===== src/rtl/rxq_mmio.sv =====
module rxq_mmio #(
  parameter int IDX_W  = 3,
  parameter int ADDR_W = 4
) (
  input  logic        clk,
  input  logic        rst_n,
  input  logic        rx_valid,
  input  logic [7:0]  rx_byte,
  input  logic [ADDR_W-1:0] bus_addr,
  input  logic        bus_wr,
  input  logic        bus_rd,
  input  logic [31:0] bus_wdata,
  output logic [31:0] bus_rdata,
  output logic        tx_strobe,
  output logic [7:0]  tx_byte,
  output logic        irq
);
  localparam int DEPTH  = 1 << IDX_W;
  localparam int LEN_W  = IDX_W + 1;
  localparam int WORD_W = ADDR_W - 2;
  localparam logic [WORD_W-1:0] W_RX   = WORD_W'(0);
  localparam logic [WORD_W-1:0] W_TX   = WORD_W'(1);
  localparam logic [WORD_W-1:0] W_STAT = WORD_W'(2);
  localparam logic [WORD_W-1:0] W_CTRL = WORD_W'(3);

  logic [7:0]       mem [DEPTH];
  logic [IDX_W-1:0] pos_q;
  logic [LEN_W-1:0] len_q;
  logic [31:0]      ctrl_q;
  logic             tx_q;
  logic [7:0]       txb_q;

  wire [WORD_W-1:0] word = bus_addr[ADDR_W-1:2];
  wire unused_lo = &{1'b0, bus_addr[1:0]};

  wire has_data = len_q != '0;
  wire is_full  = len_q == LEN_W'(DEPTH);
  wire wr_ctrl  = bus_wr && word == W_CTRL;
  wire flush    = wr_ctrl && bus_wdata[0];
  wire pop      = bus_rd && word == W_RX && has_data && !flush;
  wire push     = rx_valid && !is_full && !flush;

  wire [IDX_W-1:0] rd_idx = pos_q - len_q[IDX_W-1:0];
  wire [31:0] status = {30'd0, is_full, has_data};

  always_comb begin
    case (word)
      W_RX:    bus_rdata = {24'd0, mem[rd_idx]};
      W_STAT:  bus_rdata = status;
      W_CTRL:  bus_rdata = ctrl_q;
      default: bus_rdata = '0;
    endcase
  end

  always_ff @(posedge clk or negedge rst_n) begin
    if (!rst_n) begin
      for (int i = 0; i < DEPTH; i++) mem[i] <= '0;
    end else if (push) begin
      mem[pos_q] <= rx_byte;
    end
  end

  always_ff @(posedge clk or negedge rst_n) begin
    if (!rst_n) begin
      pos_q <= '0;
      len_q <= '0;
    end else if (flush) begin
      pos_q <= '0;
      len_q <= '0;
    end else begin
      if (push) pos_q <= pos_q + 1'b1;
      case ({push, pop})
        2'b10:   len_q <= len_q + 1'b1;
        2'b01:   len_q <= len_q - 1'b1;
        default: len_q <= len_q;
      endcase
    end
  end

  always_ff @(posedge clk or negedge rst_n) begin
    if (!rst_n) begin
      ctrl_q <= '0;
      tx_q   <= 1'b0;
      txb_q  <= '0;
    end else begin
      if (wr_ctrl) ctrl_q <= bus_wdata;
      tx_q <= bus_wr && word == W_TX;
      if (bus_wr && word == W_TX) txb_q <= bus_wdata[7:0];
    end
  end

  assign tx_strobe = tx_q;
  assign tx_byte   = txb_q;
  assign irq       = ctrl_q[4] && (has_data || tx_q);
endmodule


===== config.mk =====
export PLATFORM = sky130hd
export DESIGN_NAME = rxq_mmio
export DESIGN_NICKNAME = d
export VERILOG_FILES = /design/src/rtl/rxq_mmio.sv
export SDC_FILE = /design/constraint.sdc
export NUM_CORES = 1
export LEC_CHECK = 0
export ABC_AREA = 0
export ABC_CLOCK_PERIOD_IN_PS = 3720
export BUFFER_PORTS_ARGS = -buffer_cell sky130_fd_sc_hd__buf_2
export CAP_MARGIN = 40
export CORE_MARGIN = 4
export CORE_UTILIZATION = 56
export DETAILED_ROUTE_END_ITERATION = 7
export GPL_ROUTABILITY_DRIVEN = 0
export GPL_TIMING_DRIVEN = 0
export PLACE_DENSITY = 0.82
export REMOVE_ABC_BUFFERS = 1
export SYNTH_ARGS = -nofsm -noshare
export SYNTH_HDL_FRONTEND = slang
export SYNTH_SLANG_ARGS = --single-unit

===== constraint.sdc =====
create_clock -name clk -period 3.72 [get_ports clk]
set_input_delay 0.558 -clock clk [delete_from_list [all_inputs] [get_ports clk]]
set_output_delay 0.558 -clock clk [all_outputs]
set_load 0.01 [all_outputs]

-- Word level (Yosys, flattened, before mapping)
Cells that the tools add are included.
- output and inout bits: 42
- register bits after elaboration: 112
- logic and storage cells: 56
- mux-type cells: 11
- equal/unequal tests: 6
- $lt $le $gt $ge: 3
- reductions and logical operators: 17
- $add $sub $neg: 4
- bitwise gates (word level): 2
- operator list (operator ; number):
    $pmux W32 S3 ; 1
    $bwmux W64 ; 1
    $bmux W8 S3 ; 1
    $demux W8 S3 ; 1
    $mux W8 ; 3
    $logic_and A1 B1 Y1 ; 10
    $ge A4 B4 Y1 const B ; 2
    $not A3 Y4 ; 2
    $pmux W4 S2 ; 1
    $eq A2 B2 Y1 const B ; 3
    $mux W3 ; 2
    $add A4 B1 Y4 const B ; 1
    $eq A2 B1 Y1 const B ; 2
    $eq A4 B4 Y1 const B ; 1
    $lt A4 B1 Y1 const B ; 1
    $mux W4 ; 1
    $reduce_bool A4 Y1 ; 1
    $sub A4 B1 Y4 const B ; 1
    $add A3 B1 Y3 const B ; 1
    $reduce_bool A3 Y1 ; 1
    $sub A3 B3 Y3 ; 1
    $logic_not A1 Y1 ; 2
    $logic_not A2 Y1 ; 1
    $reduce_bool A2 Y1 ; 1
    $logic_or A1 B1 Y1 ; 1

-- Logic depth before layout (Yosys ltp)
Gate-level depths: netlist of the first run.
- depth in word-level cells: 8
- depth in mapped cells: 11
- depth with buffers taken out: 9

-- Worst setup path before layout of the first run
Ideal clock, no wire load.
- path kind: register -> output
- start: reg pos_q[0]
- end: out bus_rdata[3]
- data arrival time: 2740 ps
- cell stages (with the launch flop): 11
- setup slack: 422 ps
- buffers on the path: 1
- path through: dfrtp_1 -> buf_2 -> inv_1 -> ha_1 -> inv_1 -> fa_1 -> xnor2_4 -> xor2_2 -> mux4_2 -> nand3_1 -> nand3_1
- cells in the longest elaborated chain, start to end: 6
- ends and longest elaborated chain (item ; line ; RTL):
    start: declaration ; 27 ; logic [IDX_W-1:0] pos_q;
    start signal: assignment ; 71 ; if (push) pos_q <= pos_q + 1'b1;
    $sub A3 B3 Y3 ; 43 ; wire [IDX_W-1:0] rd_idx = pos_q - len_q[IDX_W-1:0];
    $not A3 Y4 (not written as such) ; 48 ; W_RX: bus_rdata = {24'd0, mem[rd_idx]};
    $bmux W8 S3 ; 48 ;
    $mux W8 (not written as such) (2 in a row) ; 48 ;
    $pmux W32 S3 ; 47 ; case (word)
    end: declaration ; 13 ; output logic [31:0] bus_rdata,
Every way passes these cells. The select of a mux whose other input is x is not followed.

-- Final worst setup path of the first run
Ends and elaborated chain as after synthesis.

==> run metrics, run 1 <==
RSZ-0062 raised after global routing no; Setup-failing EPs final 0; clock skew around 19 ps; reg2reg setup slack 820 ps; Hold Buf Count CTS 0; Pint 3.35 mW; FF+latch area roughly 2800 sq um; post-synthesis adder-cell area fraction approximately 1.3%; Die X ~110 um; Num CTS Buffers 9; Final #Nets 533; fin crit period about 3500 ps; DR top layer met4; critical path data required time 3160 ps; Pins Over Slew Limit 0; HPWL after DPL 8150 um; vias in the first global route 3714; core area ~9300 sq um; Sum Neg Setup Slack 0 ps; share of the synthesized area in the top cell type 52.0%; largest family of logic cells by synthesized area multiplexers; row cnt 35; final hold vios 0; Syn-to-layout area delta 15.9%; Worst R2R Start len_q[2]; 1st-pass router iterations 4; crit path from pos_q[0]; count leader, synth dfrtp_1; Finished Cell Area 6250 sq um; Area contributors post-synth dfrtp_1, mux2_2, mux4_2; Post-Syn Area 5390 sq um; fin util about two thirds; routed len/inst approximately 19 um; drt drc 0; sequential share of the synthesized area approximately half; vias per inst 5.74; CP endpoint bus_rdata[3]; area leader, netlist dfrtp_1; first-pass GRT wire length 19200 um; layout cells sized above 1 ~50%; filler cell count 682; Max-Cap Viols 0; Seq pwr share between 30% and 40%; simple-gate area share of the yosys netlist 10.4%; power density over the cells 843 nW/um^2; final WL 11600 um; clock latency on the worst-skew pair 380 ps; Iter 0 DRT Violations 205; sw frac 36.3%; Comb power frac 48.0%; Post-synth EDFFs 0; Worst R2R Path Depth 8; Sink Count 112; Antenna Cells 0; status completed; Psw 1.91 mW; startpoint types register; DR vias 3517; Tot GR Track Use roughly 22%; Yosys reg bits 112; Initial Util around three fifths; I/O Buffers 88; Syn Area/Cell ~14 sq um; post-synthesis async set-or-reset flop share 100%; met1 wire length about 5100 um; Antenna Violating Nets Remaining 0; CTS Root Cell clkbuf_8; Tightest Pin Transition 756 ps; FF-to-FF End len_q[3]; Max VDD drop 0.426 mV; Synth top cells by count dfrtp_1, mux2_2, nand2_1; pin count of the biggest net entering global routing just over 60; crit path max fanout 6; met2 routed WL 5660 um; Max H-tree Level 3; I/O pin count 91; CP arrival around 3000 ps; crit share post-route between 90% and 100%; critical path class register to primary output; DR WL met3 717 um; Post-Synthesis Cells 393; Yosys cell types 54; Multi-input gate area 2470 sq um; CTS tree yes; Min Hold Slack roughly 240 ps; placed cell areas 5990 sq um; Synth Area in Compound Gates 3.16%; Clk network pwr share 14.0%; clk slew on worst S/H paths between 100 and 150 ps; xor/xnor share of the synthesized area 2.09%; total grt overflow 0; DIE HEIGHT around 110 um; kind of end point of the critical path primary output; prevailing post-synth register cell dfrtp_1; deepest clock path buffer count 2; Hold Crit Class primary input to async pin; Non-Filler Instances 613; Post-Place Cells 593; Worst slew margin 49.6%; FMAX 0.282 GHz; post-synthesis mux area share 28.6%; initial antenna violation count 0; Die Footprint 11300 sq um; Synth Warn # 0; leakage dissipation 2.97 nW
==> registers in the layout (all words and copies together) (netlist names) <==
register / flops
len_q: 4
mem: 64
tx_strobe: 1
pos_q: 3
ctrl_q: 32
tx_byte: 8
==> timing repair <==
item / 4_1_cts / 5_1_grt
pin swaps: 0 / 2
gates resized for setup: 4 / 1
cloned: 0 / 0
setup endpoints to repair: 8 / 2
buffers inserted: 1 / 3
==> power groups by stage <==
stage	logic (mW)	registers (mW)	clock network [mW]
after floorplan	1.77	1.93	0
after global placement	2.27	1.97	0
after detailed placement	2.43	2.02	0
after CTS	2.50	2.00	0.756
after global routing	2.77	2.06	0.811
final	2.53	2.00	0.739
==> cell type report <==
type	instances	share of cell area [%]
clock inverter	7	1.42
inverter	8	0.481
tap	129	2.58
timing repair buffer	96	9.07
multi-input combinational	252	39.6
clock buffer	9	1.98
sequential	112	44.9
==> layer usage <==
| metal | track usage [%] | vias to the layer above |
|---|---|---|
| li1 | - | 1590 |
| met1 | 29.1 | 1801 |
| met2 | 35.8 | 114 |
| met3 | 4.07 | 12 |
| met4 | 6.66 | 0 |
| met5 | 0 | - |
==> critical path, stage by stage (launching register included) <==
cell,delay [ps]
dfrtp_2,480
inv_2,120
ha_2,170
inv_1,50
fa_2,400
xnor2_4,300
xor2_4,210
mux4_2,530
nand3_1,110
nand3_1,80
buf_2,170
==> logic make-up (layout without fill, tap and decap cells) <==
logic type	after synthesis	count (layout)
AOI/OAI and AO/OA	23	23
xor gates and xnor gates	9	9
adders and majority gates	5	5
buffers and inverters	29	120
DFF	112	112
muxes	122	122
and+or+nand+nor	93	93
==> through the flow <==
step,worst slack [ps],power [mW]
after global placement,-51.1,4.24
final,175,5.26
after CTS,26.0,5.26
after global routing,19.3,5.64
after floorplan,435,3.69
after detailed placement,-55.8,4.45
==> cells in the final DEF (no fill, tap or decap), drive strengths merged, types with 2 or more instances in the layout <==
master / n
nand2: 36
nand3: 4
and2: 2
nor4: 2
a2111oi: 2
and3: 25
xor2: 3
mux2i: 10
dfrtp: 112
clkbuf: 9
a31oi: 2
o21ai: 10
xnor2: 6
inv: 9
nor3: 4
clkinv: 6
ha: 4
mux2: 97
buf: 96
nand3b: 3
nor2: 11
mux4: 15
==> how the worst min path moves through the flow <==
stage / depth (start not counted) / end / slack (ps)
detailed placement: 1 / ctrl_q[0] / 460
floorplan: 0 / ctrl_q[0] / 260
global placement: 1 / ctrl_q[0] / 450
global route: 1 / ctrl_q[9] / 290
CTS: 1 / ctrl_q[18] / 260
finish: 1 / ctrl_q[18] / 240
(Power assumes the default switching activity.)
==> inputs of run 2 (changes only) <==
- ABC_CLOCK_PERIOD_IN_PS: 3720 -> 3800
- CORE_MARGIN: 4 -> 8
- REMOVE_ABC_BUFFERS: 1 -> default
- clock period: 3.72 -> 3.8 ns (I/O delays scaled with it)
==> run metrics, run 2 (same netlist as run 1, synthesis figures left out) <==
initial antenna violation count 0 (unchanged); crit path max fanout 7 (was 6); drt drc 0 (unchanged); leakage dissipation 2.99 nW (was 2.97 nW); deepest clock path buffer count 2 (unchanged); kind of end point of the critical path primary output (unchanged); Pwr Total 5.24 mW (was 5.26 mW); family with the most delay on the worst path multiplexers (was adder cells); 1st-pass router iterations 4 (unchanged); Sum Neg Setup Slack 0 ps (unchanged); CP arrival 3100 ps (was 2990 ps); Tightest Pin Transition 787 ps (was 756 ps); critical path data required time 3230 ps (was 3160 ps); Iter 0 DRT Violations 203 (was 205); crit share post-route 96.5%; clk slew on worst S/H paths 120 ps (was 130 ps); RSZ-0062 raised after global routing no (unchanged); Critical-path top delay cell mux4_2 (unchanged); Setup-failing EPs final 0 (unchanged); Sink Count 112 (unchanged); first-pass GRT wire length 19900 um (was 19200 um); Max-Cap Viols 0 (unchanged); fin crit period between 3000 and 4000 ps; total grt overflow 0 (unchanged); Die Footprint 13000 sq um (was 11300 sq um); critical path class register to primary output (unchanged); final WL 12200 um (was 11600 um); vias per inst 5.59 (was 5.74); pin count of the biggest net entering global routing 61 (unchanged); layout cells sized above 1 49.0% (was 50.0%); Min Hold Slack 227 ps (was 243 ps); core area 9550 sq um (was 9280 sq um); syn nets 447; status completed (unchanged); fin util 66.0% (was 67.3%); clock latency on the worst-skew pair 380 ps (about the same); Antenna Cells 0 (unchanged); Die X 114 um (was 106 um); Antenna Violating Nets Remaining 0 (unchanged); CTS Root Cell clkbuf_8 (unchanged); Top reg by flops mem (unchanged); Num CTS Buffers 9 (unchanged); vias in the first global route 3763 (was 3714); Hold Crit Class primary input to async pin (unchanged); DR vias 3550 (was 3517); commonest non-fill, non-tap cell in the layout dfrtp_1 (unchanged); DIE HEIGHT 114 um (was 106 um); Post-Place Cells 616 (was 593); Bufs and invs on worst path 4 (was 3); Tot GR Track Use 19.8% (was 21.6%); clock skew 13.7 ps (was 18.8 ps); Max stage delay on crit path 550 ps (was 530 ps); critical path cell sequence clkbuf_4 > inv_4 > ha_1 > inv_1 > fa_2 > xnor2_4 > xor2_4 > mux4_2 > nand3_1 > nand3_1 > buf_2 (was inv_2 > ha_2 > inv_1 > fa_2 > xnor2_4 > xor2_4 > mux4_2 > nand3_1 > nand3_1 > buf_2); CTS tree yes (unchanged); Syn-to-layout area delta 16.9% (was 15.9%); I/O pin count 91 (unchanged); Worst slew margin 47.1% (was 49.6%); row cnt 36 (was 35); Initial Util 56.4% (was 58.1%); FMAX about 0.27 GHz; Max VDD drop 0.403 mV (was 0.426 mV); routed len/inst 19.3 um (was 18.9 um); CP dominant cell by count nand3_1 (unchanged); power density over the cells 832 nW/um^2 (was 843 nW/um^2); HPWL after DPL 8910 um (was 8150 um); Max H-tree Level 3 (unchanged); most frequent cells in the layout dfrtp_1, mux2_2, buf_2, nand2_1, and3_1 (unchanged); I/O Buffers 88 (unchanged); Non-Filler Instances 635 (was 613); Pins Over Slew Limit 0 (unchanged); startpoint types register (unchanged); Final #Nets 551 (was 533); max reg flops 64 (unchanged); final hold vios 0 (unchanged)
==> run 2: cell types whose count changed in the layout (fill, tap and decap cells not counted), moves of 2 or more <==
cell	delta
buf_2	+2
buf_16	-2
inv_8	-2
clkbuf_1	+8
buf_1	+4
==> run 2: final cells by class <==
class                      instances  area [sq um]
fill                             709          3250
sequential                       112          2800
multi-input combinational        252          2470
timing repair buffer              94           515
tap                              133           166
clock buffer                       9           124
buffer                            20           111
clock inverter                     7          78.8
inverter                           8          32.5
==> run 2: worst register-to-register path: stages (launching register included) <==
cell       delay (ps)
dfrtp_1           410
buf_6             160
or4b_4            560
a2111oi_4         450
ha_1              330
a31oi_1           200
a31oi_1            80
a32oi_1           270
xor2_1            190
nor2_1             50
==> run 2: power by group <==
group | switching [mW] | leakage (nW) | total, mW | internal [mW]
registers | 0.263 | 1.35 | 1.90 | 1.64
logic | 1.23 | 1.54 | 2.64 | 1.42
clock network | 0.437 | 0.0981 | 0.695 | 0.257
total | 1.93 | 2.99 | 5.24 | 3.31
==> run 2: per-layer routing <==
layer / routed length [um] / vias to the layer above / GRT usage [%] / part of all wire, %
li1: - / 1626 / - / -
met1: 5080 / 1782 / 24.2 / 42
met2: 6040 / 133 / 33.8 / 49
met3: 1000 / 9 / 5.43 / 8.2
met4: 107 / 0 / 4.97 / 0.87
met5: 0 / - / 0 / 0
==> run 2: through the flow <==
step	worst slack [ps]	instance area [sq um]
floorplan	490	5390
global placement	-155	6000
detailed placement	-234	6040
CTS	0.356	6280
global route	2.16	6300
finish	134	6300
==> run 2: what timing repair did <==
item	in CTS	in global routing
pin swaps	1	3
hold buffers	0	0
resized for setup	5	5
buffers inserted	2	2
setup endpoints to repair	8	5
gates cloned	0	0
hold endpoints to repair	0	0
==> run 2: worst paths after layout <==
check / slack [ps] / cells after the start / end / from
max in group asynchronous: 2850 / 2 / mem[57] / rst_n
min in group clk: 390 / 3 / tx_byte[7] / bus_wdata[7]
hold / removal: 230 / 1 / ctrl_q[9] / rst_n
hold reg to reg: 480 / 2 / tx_byte[2] / tx_byte[2]
setup / recovery: 130 / 11 / bus_rdata[3] / pos_q[0]
setup reg to reg: 990 / 9 / len_q[3] / len_q[2]
